`src/rtl/ect_pkg.sv`:
```
package ect_pkg;
  localparam int BYTE_W = 8;
  localparam int CNT_W  = 2 * BYTE_W;
  localparam int PRE_W  = 3;
  localparam int N_CH   = 2;
  localparam int N_CAP  = 2 * N_CH;

  localparam logic [7:0] ADR_RISE0 = 8'h22;
  localparam logic [7:0] ADR_CFG   = 8'h2A;
  localparam logic [7:0] ADR_IEN   = 8'h2B;
  localparam logic [7:0] ADR_STS   = 8'h2C;

  typedef struct packed {
    logic             hold;
    logic [PRE_W-1:0] pre;
    logic             wide;
  } cfg_t;
endpackage

```
`src/rtl/ect_edge_det.sv`:
```
module ect_edge_det #(
  parameter int SYNC_W = 2
) (
  input  logic clk_i,
  input  logic rst_ni,
  input  logic pin_i,
  output logic rise_o,
  output logic fall_o
);
  logic [SYNC_W-1:0] sync_q;
  logic              prev_q;

  always_ff @(posedge clk_i or negedge rst_ni) begin
    if (!rst_ni) begin
      sync_q <= '0;
      prev_q <= 1'b0;
    end else begin
      sync_q <= {sync_q[SYNC_W-2:0], pin_i};
      prev_q <= sync_q[SYNC_W-1];
    end
  end

  assign rise_o = sync_q[SYNC_W-1] & ~prev_q;
  assign fall_o = ~sync_q[SYNC_W-1] & prev_q;

  // one event per transition
  assert_single_pulse_R1: assert property (@(posedge clk_i) disable iff (!rst_ni)
    rise_o |=> !rise_o);
endmodule

```
`src/rtl/ect_cap_reg.sv`:
```
module ect_cap_reg #(
  parameter int W = 8
) (
  input  logic         clk_i,
  input  logic         rst_ni,
  input  logic         hold_i,
  input  logic         edge_i,
  input  logic         rearm_i,
  input  logic [W-1:0] din_i,
  output logic [W-1:0] q_o,
  output logic         load_o
);
  logic locked_q;

  assign load_o = edge_i & (~hold_i | ~locked_q);

  always_ff @(posedge clk_i or negedge rst_ni) begin
    if (!rst_ni) begin
      q_o      <= '0;
      locked_q <= 1'b0;
    end else begin
      if (load_o) q_o <= din_i;
      if (!hold_i)      locked_q <= 1'b0;
      else if (load_o)  locked_q <= 1'b1;
      else if (rearm_i) locked_q <= 1'b0;
    end
  end

  assert_hold_keeps_R4: assert property (@(posedge clk_i) disable iff (!rst_ni)
    (hold_i && locked_q) |=> $stable(q_o));
  assert_load_data_R2: assert property (@(posedge clk_i) disable iff (!rst_ni)
    load_o |=> (q_o == $past(din_i)));
endmodule

```
`src/rtl/edge_capture_timer.sv`:
```
module edge_capture_timer
  import ect_pkg::*;
#(
  parameter int SYNC_W = 2
) (
  input  logic              clk_i,
  input  logic              rst_ni,
  input  logic [N_CH-1:0]   cap_i,
  input  logic [7:0]        addr_i,
  input  logic              wr_en_i,
  input  logic [7:0]        wdata_i,
  input  logic              rd_en_i,
  output logic [7:0]        rdata_o,
  output logic [N_CH-1:0]   irq_o
);
  logic [CNT_W-1:0]  cnt_q;
  cfg_t              cfg_q;
  logic [N_CAP-1:0]  ien_q, sts_q, ev, ld, sts_set;
  logic [BYTE_W-1:0] win;
  logic [BYTE_W-1:0] capq [N_CAP];

  always_ff @(posedge clk_i or negedge rst_ni) begin
    if (!rst_ni) cnt_q <= '0;
    else         cnt_q <= cnt_q + 1'b1;
  end

  assign win = cnt_q[cfg_q.pre +: BYTE_W];

  for (genvar c = 0; c < N_CH; c++) begin : g_ch
    ect_edge_det #(.SYNC_W(SYNC_W)) u_det (
      .clk_i  (clk_i),
      .rst_ni (rst_ni),
      .pin_i  (cap_i[c]),
      .rise_o (ev[2*c]),
      .fall_o (ev[2*c+1])
    );
    for (genvar f = 0; f < 2; f++) begin : g_edge
      localparam int         IDX = 2*c + f;
      localparam logic [7:0] ADR = ADR_RISE0 + 8'(c) + 8'(2*f);
      localparam logic [7:0] LO  = ADR_RISE0 + 8'(2*f);
      logic              edge_sel, rearm;
      logic [BYTE_W-1:0] din;
      if (c == 0) begin : g_lo
        assign edge_sel = ev[IDX];
        assign din      = cfg_q.wide ? cnt_q[BYTE_W-1:0] : win;
        assign rearm    = rd_en_i && addr_i == ADR;
      end else begin : g_hi
        // wide mode: follow channel 0 edges, re-arm with the low byte
        assign edge_sel = cfg_q.wide ? ev[f] : ev[IDX];
        assign din      = cfg_q.wide ? cnt_q[CNT_W-1:BYTE_W] : win;
        assign rearm    = rd_en_i && addr_i == (cfg_q.wide ? LO : ADR);
      end
      ect_cap_reg #(.W(BYTE_W)) u_cap (
        .clk_i   (clk_i),
        .rst_ni  (rst_ni),
        .hold_i  (cfg_q.hold),
        .edge_i  (edge_sel),
        .rearm_i (rearm),
        .din_i   (din),
        .q_o     (capq[IDX]),
        .load_o  (ld[IDX])
      );
      if (c == 0) begin : g_s0
        assign sts_set[IDX] = ld[IDX];
      end else begin : g_s1
        assign sts_set[IDX] = ld[IDX] & ~cfg_q.wide;
      end
    end
    assign irq_o[c] = |(sts_q[2*c +: 2] & ien_q[2*c +: 2]);
  end

  always_ff @(posedge clk_i or negedge rst_ni) begin
    if (!rst_ni) begin
      cfg_q <= '0;
      ien_q <= '0;
      sts_q <= '0;
    end else begin
      if (wr_en_i && addr_i == ADR_CFG) cfg_q <= cfg_t'(wdata_i[7:3]);
      if (wr_en_i && addr_i == ADR_IEN) ien_q <= wdata_i[N_CAP-1:0];
      // a new capture wins over a simultaneous clear
      sts_q <= (sts_q & ~((wr_en_i && addr_i == ADR_STS) ? wdata_i[N_CAP-1:0] : '0))
               | sts_set;
    end
  end

  always_comb begin
    rdata_o = '0;
    case (addr_i)
      ADR_RISE0:        rdata_o = capq[0];
      ADR_RISE0 + 8'd1: rdata_o = capq[2];
      ADR_RISE0 + 8'd2: rdata_o = capq[1];
      ADR_RISE0 + 8'd3: rdata_o = capq[3];
      ADR_CFG:          rdata_o = {cfg_q, 3'b000};
      ADR_IEN:          rdata_o = {4'h0, ien_q};
      ADR_STS:          rdata_o = {4'h0, sts_q};
      default:          rdata_o = '0;
    endcase
  end

  assert_count_step_R1: assert property (@(posedge clk_i) disable iff (!rst_ni)
    1'b1 |=> cnt_q == $past(cnt_q) + 1'b1);
  assert_w1c_R8: assert property (@(posedge clk_i) disable iff (!rst_ni)
    (wr_en_i && addr_i == ADR_STS && wdata_i[0] && !ld[0]) |=> !sts_q[0]);
  assert_sts_cause_R8: assert property (@(posedge clk_i) disable iff (!rst_ni)
    $rose(sts_q[1]) |-> $past(ld[1]));
  assert_wide_ch1_quiet_R6: assert property (@(posedge clk_i) disable iff (!rst_ni)
    $rose(sts_q[2]) |-> !$past(cfg_q.wide));
endmodule

```
`config.mk`:
```
export PLATFORM = sky130hd
export DESIGN_NAME = edge_capture_timer
export DESIGN_NICKNAME = d
export VERILOG_FILES = /design/src/rtl/ect_pkg.sv /design/src/rtl/ect_edge_det.sv /design/src/rtl/ect_cap_reg.sv /design/src/rtl/edge_capture_timer.sv
export SDC_FILE = /design/constraint.sdc
export NUM_CORES = 1
export LEC_CHECK = 0
export BUFFER_PORTS_ARGS = -buffer_cell sky130_fd_sc_hd__buf_4
export CAP_MARGIN = 30
export CORE_MARGIN = 1
export CORE_UTILIZATION = 54
export DETAILED_ROUTE_END_ITERATION = 10
export PLACE_DENSITY = 0.87
export SLEW_MARGIN = 20
export SYNTH_ARGS = -nofsm -noshare
export SYNTH_HDL_FRONTEND = slang
export SYNTH_SLANG_ARGS = --single-unit
```
`constraint.sdc`:
```
create_clock -name clk_i -period 1.4 [get_ports clk_i]
set_input_delay 0.14 -clock clk_i [delete_from_list [all_inputs] [get_ports clk_i]]
set_output_delay 0.14 -clock clk_i [all_outputs]
set_load 0.05 [all_outputs]
```
==> impl_metrics.py, run 1 <==
metrics = {
    "power_and_ir_drop": {
        "clock_group_share_of_total_power": 0.347,
        "power.static_leakage_nw": 2.39,
        "pwr_density_cell_mw_per_mm2": 1000,
        "netSwitchingFraction": 0.294,
        "irDropWorstVdd_mv": 0.938,
        "intPower_mw": 4.02,
        "combinationalPowerShare": 0.233,
        "power_switching_mw": 1.67,
        "seqPwrFrac": 0.420,
    },
    "clock_tree": {
        "cts-htree-levels": 3,
        "cts-buffers-inserted": 9,
        "clock-root-buffer": "clkbuf_8",
        "tritoncts": "yes",
        "clk_pin_slew_ns": 0.08,
        "cts_buffer_depth": 2,
        "cts_num_sinks": 71,
        "clk_latency_ns": 0.36,
    },
    "synth": {
        "ys_dominant_reg_cell": "dfrtp_1",
        "synth-seq-area-share": 0.479,
        "synth-edff-count": 0,
        "postSynthCellCount": 360,
        "flip_flop_and_latch_count_after_synthesis": 71,
        "async_reset_ff_frac": 1.00,
        "synthesis.area_per_instance_um2": 10.3,
        "yosys_warnings": 0,
        "mappedNetlistNets": 383,
        "synth_cell_types": 46,
        "mappedNetlistArea_mm2": 0.00371,
    },
    "grt": {
        "grtUsageMet2": 0.607,
        "grtUsageMet3": 0.0710,
        "antenna_found_initial": 0,
        "gr-usage-all-layers": 0.369,
        "pin_count_of_the_biggest_net_entering_global_routing": 72,
        "number_of_global_route_vias_before_repair": 3800,
        "first_pass_grt_wire_length_um": 20000,
        "top_usage_layer": "met2",
        "use_met1": 0.468,
        "grt_remaining_overflow": 0,
    },
    "sta": {
        "final.period_utilization": 1.46,
        "hold_viol": 0,
        "period_minus_slack_ns": 2.04,
        "report.final.setup_viol": 48,
        "final.setup.worst_slack_ns": -0.639,
        "max_slew.worst_pin.slew_ns": 0.476,
        "timing.final.max_slew_violations": 0,
        "max_freq_ghz": 0.490,
        "unrepaired_setup_endpoints_after_global_routing": "yes",
        "max-slew-margin-rel": 0.678,
        "final.setup_skew_ns": 0.0135,
    },
    "min_path": {
        "min-delay-path-class": "in -> reg",
    },
    "routing": {
        "route.antenna.remaining_nets": 0,
        "routed_length_per_placed_instance_um": 27.5,
        "drc": 5,
        "drt-initial-drc-count": 560,
        "first_pass_iters": 9,
        "routed_via_density": 7.22,
        "detailroute.via_count": 3980,
        "finalWirelength_um": 15200,
    },
    "cells_and_area": {
        "diodes": 0,
        "final-instance-count-excl-fill": 551,
        "fillerInstances": 265,
        "final_net_count": 493,
        "synthToLayoutAreaGrowth_pct": 52.8,
        "most-common-layout-cells": "99 x buf_4, 62 x dfrtp_1, 22 x nor2_1, 19 x nand2_1, 16 x a2bb2oi_2",
        "final_layout_size_suffix_gt1_frac": 0.549,
        "final_design_area_no_fill_mm2": 0.00567,
        "finish.utilization": 0.874,
        "layout_commonest_cell": "buf_4",
    },
    "die": {
        "die_y_um": 84.9,
        "rows": 29,
        "top_level_ports": 32,
        "fp.dieArea_mm2": 0.00721,
        "initial_core_util": 0.572,
        "design.core.area_mm2": 0.00649,
        "dieWidth_um": 84.9,
    },
    "placed_design": {
        "place.port_buffers": 31,
        "place.detailed.instances": 502,
        "gpl.final_weighted_congestion": 0.953,
        "hpwl_um": 7370,
        "placedInstanceArea_mm2": 0.00464,
    },
    "status": {
        "run_status": "complete, but fails checks",
        "violations": "DRC, setup timing",
    },
    "critical_path": {
        "cp.required_ns": 1.26,
        "timing.setup.critical_path_class": "reg -> out",
        "critPathCapture": "rdata_o[2]",
        "ff2ff_setup_slack_ns": -0.31,
        "crit_path_cell_trace": "mux2i_1 -> nor2_1 -> a2111oi_2 -> buf_4 -> a211oi_4 -> buf_6",
        "r2r-end": "g_ch[0].g_edge[1].u_cap.q_o[6]$_DFFE_PN0P_",
        "critical_path_arrival_ns": 1.90,
        "timing.reg2reg.worst_path_depth": 6,
        "worstSetupStartpoint": "g_ch[0].g_edge[1].u_cap.q_o[2]$_DFFE_PN0P_",
        "critical_path.reg2reg.startpoint": "cfg_q[1]$_DFFE_PN0P_",
        "critical_path_endpoint_category": "output pin",
        "slowest_delay_ns": 0.42,
        "worst_path_maximum_fanout": 2,
        "critical_path.slowest_cell": "dfrtp_1",
        "worst_setup_path_start_kind": "register",
    },
    "flow_run": {
        "max_cap_viol_count": 0,
    },
}
## worst min-delay path by stage
stage	start	endpoint	slack (ns)	depth (start not counted)
floorplan	rst_ni	cfg_q[0]$_DFFE_PN0P_	-0.16	0
global placement	rst_ni	ien_q[1]$_DFFE_PN0P_	0.17	2
detailed placement	rst_ni	ien_q[1]$_DFFE_PN0P_	0.18	2
CTS	wdata_i[0]	ien_q[0]$_DFFE_PN0P_	0.02	2
global route	wdata_i[4]	cfg_q[1]$_DFFE_PN0P_	0.02	2
finish	wdata_i[4]	cfg_q[1]$_DFFE_PN0P_	0.02	2
## area by class of cell
type | instances | area, um^2 | share of cell area
Multi-Input combinational cell | 258 | 2410 | 0.425
Sequential cell | 71 | 1790 | 0.315
Timing Repair Buffer | 127 | 1140 | 0.200
Clock buffer | 12 | 165 | 0.0291
Tap cell | 77 | 96.3 | 0.0170
Clock inverter | 3 | 65.1 | 0.0115
Inverter | 3 | 11.3 | 0.00198
## cells in the mapped netlist (all sizes together), types with 3 or more instances
library cell	instances	area [um^2]
a31oi	17	106
or3	9	61.3
nor2	26	97.6
xnor2	7	61.3
inv	3	11.3
o21ai	7	35.0
nor2b	5	31.3
a2bb2oi	16	140
nand2	20	75.1
a211oi	17	128
xor2	8	70.1
o22ai	21	131
and4	4	35.0
buf	9	46.3
mux2	23	259
o21a	3	22.5
a21oi	9	45.0
nand2b	9	56.3
clkbuf	19	71.3
dfrtp	71	1780
nor3	9	55.1
nand3	10	50.1
mux2i	12	120
## worst max-delay path, delay by kind of cell (launching register included)
| kind | cells | cell delay, ns |
|---|---|---|
| DFF | 1 | 0.42 |
| muxes | 1 | 0.20 |
| and+or+nand+nor | 1 | 0.11 |
| buffers and inverters | 2 | 0.38 |
| AOI/OAI and AO/OA | 2 | 0.44 |
## what timing repair did
| item | CTS | global route |
|---|---|---|
| pin swaps | 33 | 19 |
| setup endpoints to repair | 44 | 52 |
| hold buffers | 3 | 0 |
| hold endpoints to repair | 73 | 0 |
| resized for setup | 71 | 40 |
| setup buffers | 10 | 22 |
## through the flow
stage	hold WS (ns)	setup TNS [ns]	power, mW	setup slack, ns
floorplan	-0.156	-2.29	2.89	-0.174
global placement	0.169	-7.03	3.21	-0.322
detailed placement	0.179	-8.79	3.26	-0.334
CTS	0.0207	-5.97	5.35	-0.383
global route	0.0227	-11.08	5.80	-0.667
finish	0.0203	-8.91	5.69	-0.639
## power by group through the flow
stage | sequential (mW) | combinational [mW] | clock (mW)
finish | 2.39 | 1.33 | 1.98
CTS | 2.36 | 1.10 | 1.89
detailed placement | 2.38 | 0.880 | 0
global route | 2.39 | 1.37 | 2.04
global placement | 2.37 | 0.843 | 0
floorplan | 2.34 | 0.553 | 0
## state kept, by name, summed over array words and instances (netlist names)
register,flops
cfg_q,5
cnt_q,16
g_ch.g_edge.u_cap.q_o,32
ien_q,4
g_ch.u_det.sync_q,4
g_ch.u_det.prev_q,2
sts_q,4
g_ch.g_edge.u_cap.locked_q,4
## cell families after synthesis
kind of cell,after synthesis,synth area share
DFF,71,0.479
muxes,36,0.108
and+or+nand+nor,103,0.146
adders and majority gates,1,0.00337
xor gates and xnor gates,15,0.0354
AOI/OAI and AO/OA,103,0.194
buffers and inverters,31,0.0347
## per-layer routing
metal	vias to the layer above	routed length [um]
met1	1884	5340
met5	-	0
met4	0	1130
met2	390	7150
met3	137	1530
li1	1569	-
(Power assumes the default switching activity.)
==> run 2, diff against run 1 <==
BUFFER_PORTS_ARGS = not set   (was -buffer_cell sky130_fd_sc_hd__buf_4)
CORE_UTILIZATION = 57   (was 54)
DONT_BUFFER_PORTS = 1   (was not set)
PLACE_DENSITY = 0.86   (was 0.87)
==> run 2 against run 1 <==
  * The flow finishes with violations (hold timing, setup timing)
  * Power shrank 1.8%
  * Clock power fell by 5%
  * First-iteration DRC count grew 0.18%
  * Global-route usage increased by 3.5 points
  * Non-clock buffer count shrank 18
  * Hold slack got worse by 0.58 ns
  * Core utilization increased by 3.7 points
  * Combinational power is essentially flat
  * Critical endpoint is now g_ch[1].g_edge[1].u_cap.locked_q$_DFFE_PN0P_
  * Largest power group unchanged
==> impl_metrics.py, run 2 (synthesis gave the netlist of run 1 again) <==
metrics = {
    "status": {
        "run_status": "complete, but fails checks",
        "violations": "hold timing, setup timing",
    },
    "clock_tree": {
        "cts_num_sinks": 71,
        "hold_buffers": 10,
        "cts_buffer_depth": 2,
        "tritoncts": "yes",
        "clk_pin_slew_ns": 0.09,
        "clk_latency_ns": 0.38,
        "cts-htree-levels": 3,
        "cts-buffers-inserted": 9,
        "clock-root-buffer": "clkbuf_8",
    },
    "sta": {
        "hold_viol": 71,
        "max_slew.worst_pin.slew_ns": 0.654,
        "period_minus_slack_ns": 1.97,
        "hold_slack_ns": -0.560,
        "unrepaired_setup_endpoints_after_global_routing": "yes",
        "timing.final.max_slew_violations": 0,
        "max-slew-margin-rel": 0.563,
        "final.setup.worst_slack_ns": -0.567,
        "max_freq_ghz": 0.508,
        "report.final.setup_viol": 53,
        "final.period_utilization": 1.41,
        "final.setup_skew_ns": 0.0134,
    },
    "die": {
        "rows": 29,
        "die_y_um": 82.7,
        "design.core.area_mm2": 0.00631,
        "top_level_ports": 32,
        "fp.dieArea_mm2": 0.00684,
        "initial_core_util": 0.588,
        "dieWidth_um": 82.7,
    },
    "critical_path": {
        "worst_path_maximum_fanout": 8,
        "timing.setup.critical_path_class": "reg -> reg",
        "critical_path.reg2reg.startpoint": "cfg_q[0]$_DFFE_PN0P_",
        "critPathCapture": "g_ch[1].g_edge[1].u_cap.locked_q$_DFFE_PN0P_",
        "worst_setup_path_start_kind": "register",
        "worstSetupPathDepth": 6,
        "timing.critical_path.mode_cell": "buf_6",
        "critical_path.slowest_cell": "dfrtp_1",
        "cp.required_ns": 1.69,
        "worstSetupStartpoint": "cfg_q[0]$_DFFE_PN0P_",
        "ff2ff_setup_slack_ns": -0.57,
        "critical_path_arrival_ns": 2.26,
        "r2r-end": "g_ch[1].g_edge[1].u_cap.locked_q$_DFFE_PN0P_",
        "timing.reg2reg.worst_path_depth": 6,
        "critical_path_endpoint_category": "register",
        "critPathBufInv": 3,
        "crit_path_cell_trace": "buf_4 -> buf_6 -> buf_6 -> and2_2 -> o21ai_1 -> o221a_2",
        "family_of_cells_with_the_greatest_summed_delay_on_the_critical_path": "compound AO/OA/AOI/OAI gates",
        "slowest_delay_ns": 0.42,
    },
    "cells_and_area": {
        "synthToLayoutAreaGrowth_pct": 54.9,
        "top_regs": "g_ch.g_edge.u_cap.q_o (32), cnt_q (16), cfg_q (5)",
        "diodes": 0,
        "fillerInstances": 213,
        "most-common-layout-cells": "69 x buf_4, 63 x dfrtp_1, 20 x nor2_1, 18 x nand2_1",
        "final_net_count": 475,
        "final_layout_size_suffix_gt1_frac": 0.542,
        "layout_commonest_cell": "buf_4",
        "number_of_flip_flops_under_the_largest_register_name": 32,
        "final_design_area_no_fill_mm2": 0.00575,
        "largest-register": "g_ch.g_edge.u_cap.q_o",
    },
    "grt": {
        "pin_count_of_the_biggest_net_entering_global_routing": 72,
        "number_of_global_route_vias_before_repair": 3647,
        "gr-usage-all-layers": 0.404,
        "first_pass_grt_wire_length_um": 19300,
        "antenna_found_initial": 0,
        "grt_remaining_overflow": 0,
    },
    "placed_design": {
        "hpwl_um": 6890,
        "place.port_buffers": 0,
        "gpl.final_weighted_congestion": 0.907,
        "placedInstanceArea_mm2": 0.00445,
    },
    "power_and_ir_drop": {
        "pwr_density_cell_mw_per_mm2": 973,
        "irDropWorstVdd_mv": 0.979,
        "power.static_leakage_nw": 2.31,
        "totalPowerFinal_mw": 5.59,
    },
    "routing": {
        "detailroute.via_count": 4072,
        "routed_length_per_placed_instance_um": 31.3,
        "drc": 0,
        "route.antenna.remaining_nets": 0,
        "finalWirelength_um": 16700,
        "drt-initial-drc-count": 561,
        "routed_via_density": 7.64,
        "first_pass_iters": 5,
    },
    "min_path": {
        "min-delay-path-class": "in -> async",
    },
    "flow_run": {
        "max_cap_viol_count": 0,
    },
}
==> run 2: where the power goes <==
part | internal (mW) | leakage, nW | switching [mW]
sequential | 2.23 | 0.835 | 0.176
clock | 0.990 | 0.105 | 0.899
combinational | 0.659 | 1.37 | 0.640
==> run 2: through the flow <==
step	util	setup WS [ns]	cells	hold WS, ns	TNS (ns)
floorplan	-	-0.174	360	-0.156	-2.29
global placement	0.705	-0.175	465	-0.154	-4.70
detailed placement	0.705	-0.211	465	-0.154	-6.81
CTS	0.837	-0.388	514	-0.533	-9.03
global route	0.911	-0.689	533	-0.561	-15.73
finish	0.911	-0.567	533	-0.560	-13.19
==> run 2: layout make-up <==
type,count,area (um^2),share of cell area
clock inverter,6,86.3,0.0150
timing repair buffer,109,1090,0.190
tap,77,96.3,0.0168
sequential,71,1790,0.311
clock buffer,9,124,0.0215
inverter,3,11.3,0.00196
multi-input combinational,258,2550,0.444
==> run 2: how the worst min path moves through the flow <==
| stage | startpoint | end | slack (ns) | depth (start not counted) |
|---|---|---|---|---|
| after floorplan | rst_ni | cfg_q[0]$_DFFE_PN0P_ | -0.16 | 0 |
| after global placement | rst_ni | sts_q[0]$_DFF_PN0_ | -0.15 | 0 |
| after detailed placement | rst_ni | ien_q[1]$_DFFE_PN0P_ | -0.15 | 0 |
| after CTS | rst_ni | ien_q[1]$_DFFE_PN0P_ | -0.53 | 0 |
| after global routing | rst_ni | ien_q[2]$_DFFE_PN0P_ | -0.56 | 0 |
| final | rst_ni | ien_q[2]$_DFFE_PN0P_ | -0.56 | 0 |
==> run 2: per-layer routing <==
metal	part of all wire	global-route usage	wire length, um
met1	0.32	0.455	5410
met4	0.097	0.284	1620
met3	0.12	0.107	2020
met2	0.45	0.665	7530
met5	0.0051	0	85
==> run 2: repair_timing <==
item,in CTS,in global routing
cloned,1,0
pin swaps,31,25
gates resized for setup,66,69
hold endpoints to repair,86,71
setup endpoints to repair,45,54
buffers inserted,23,21
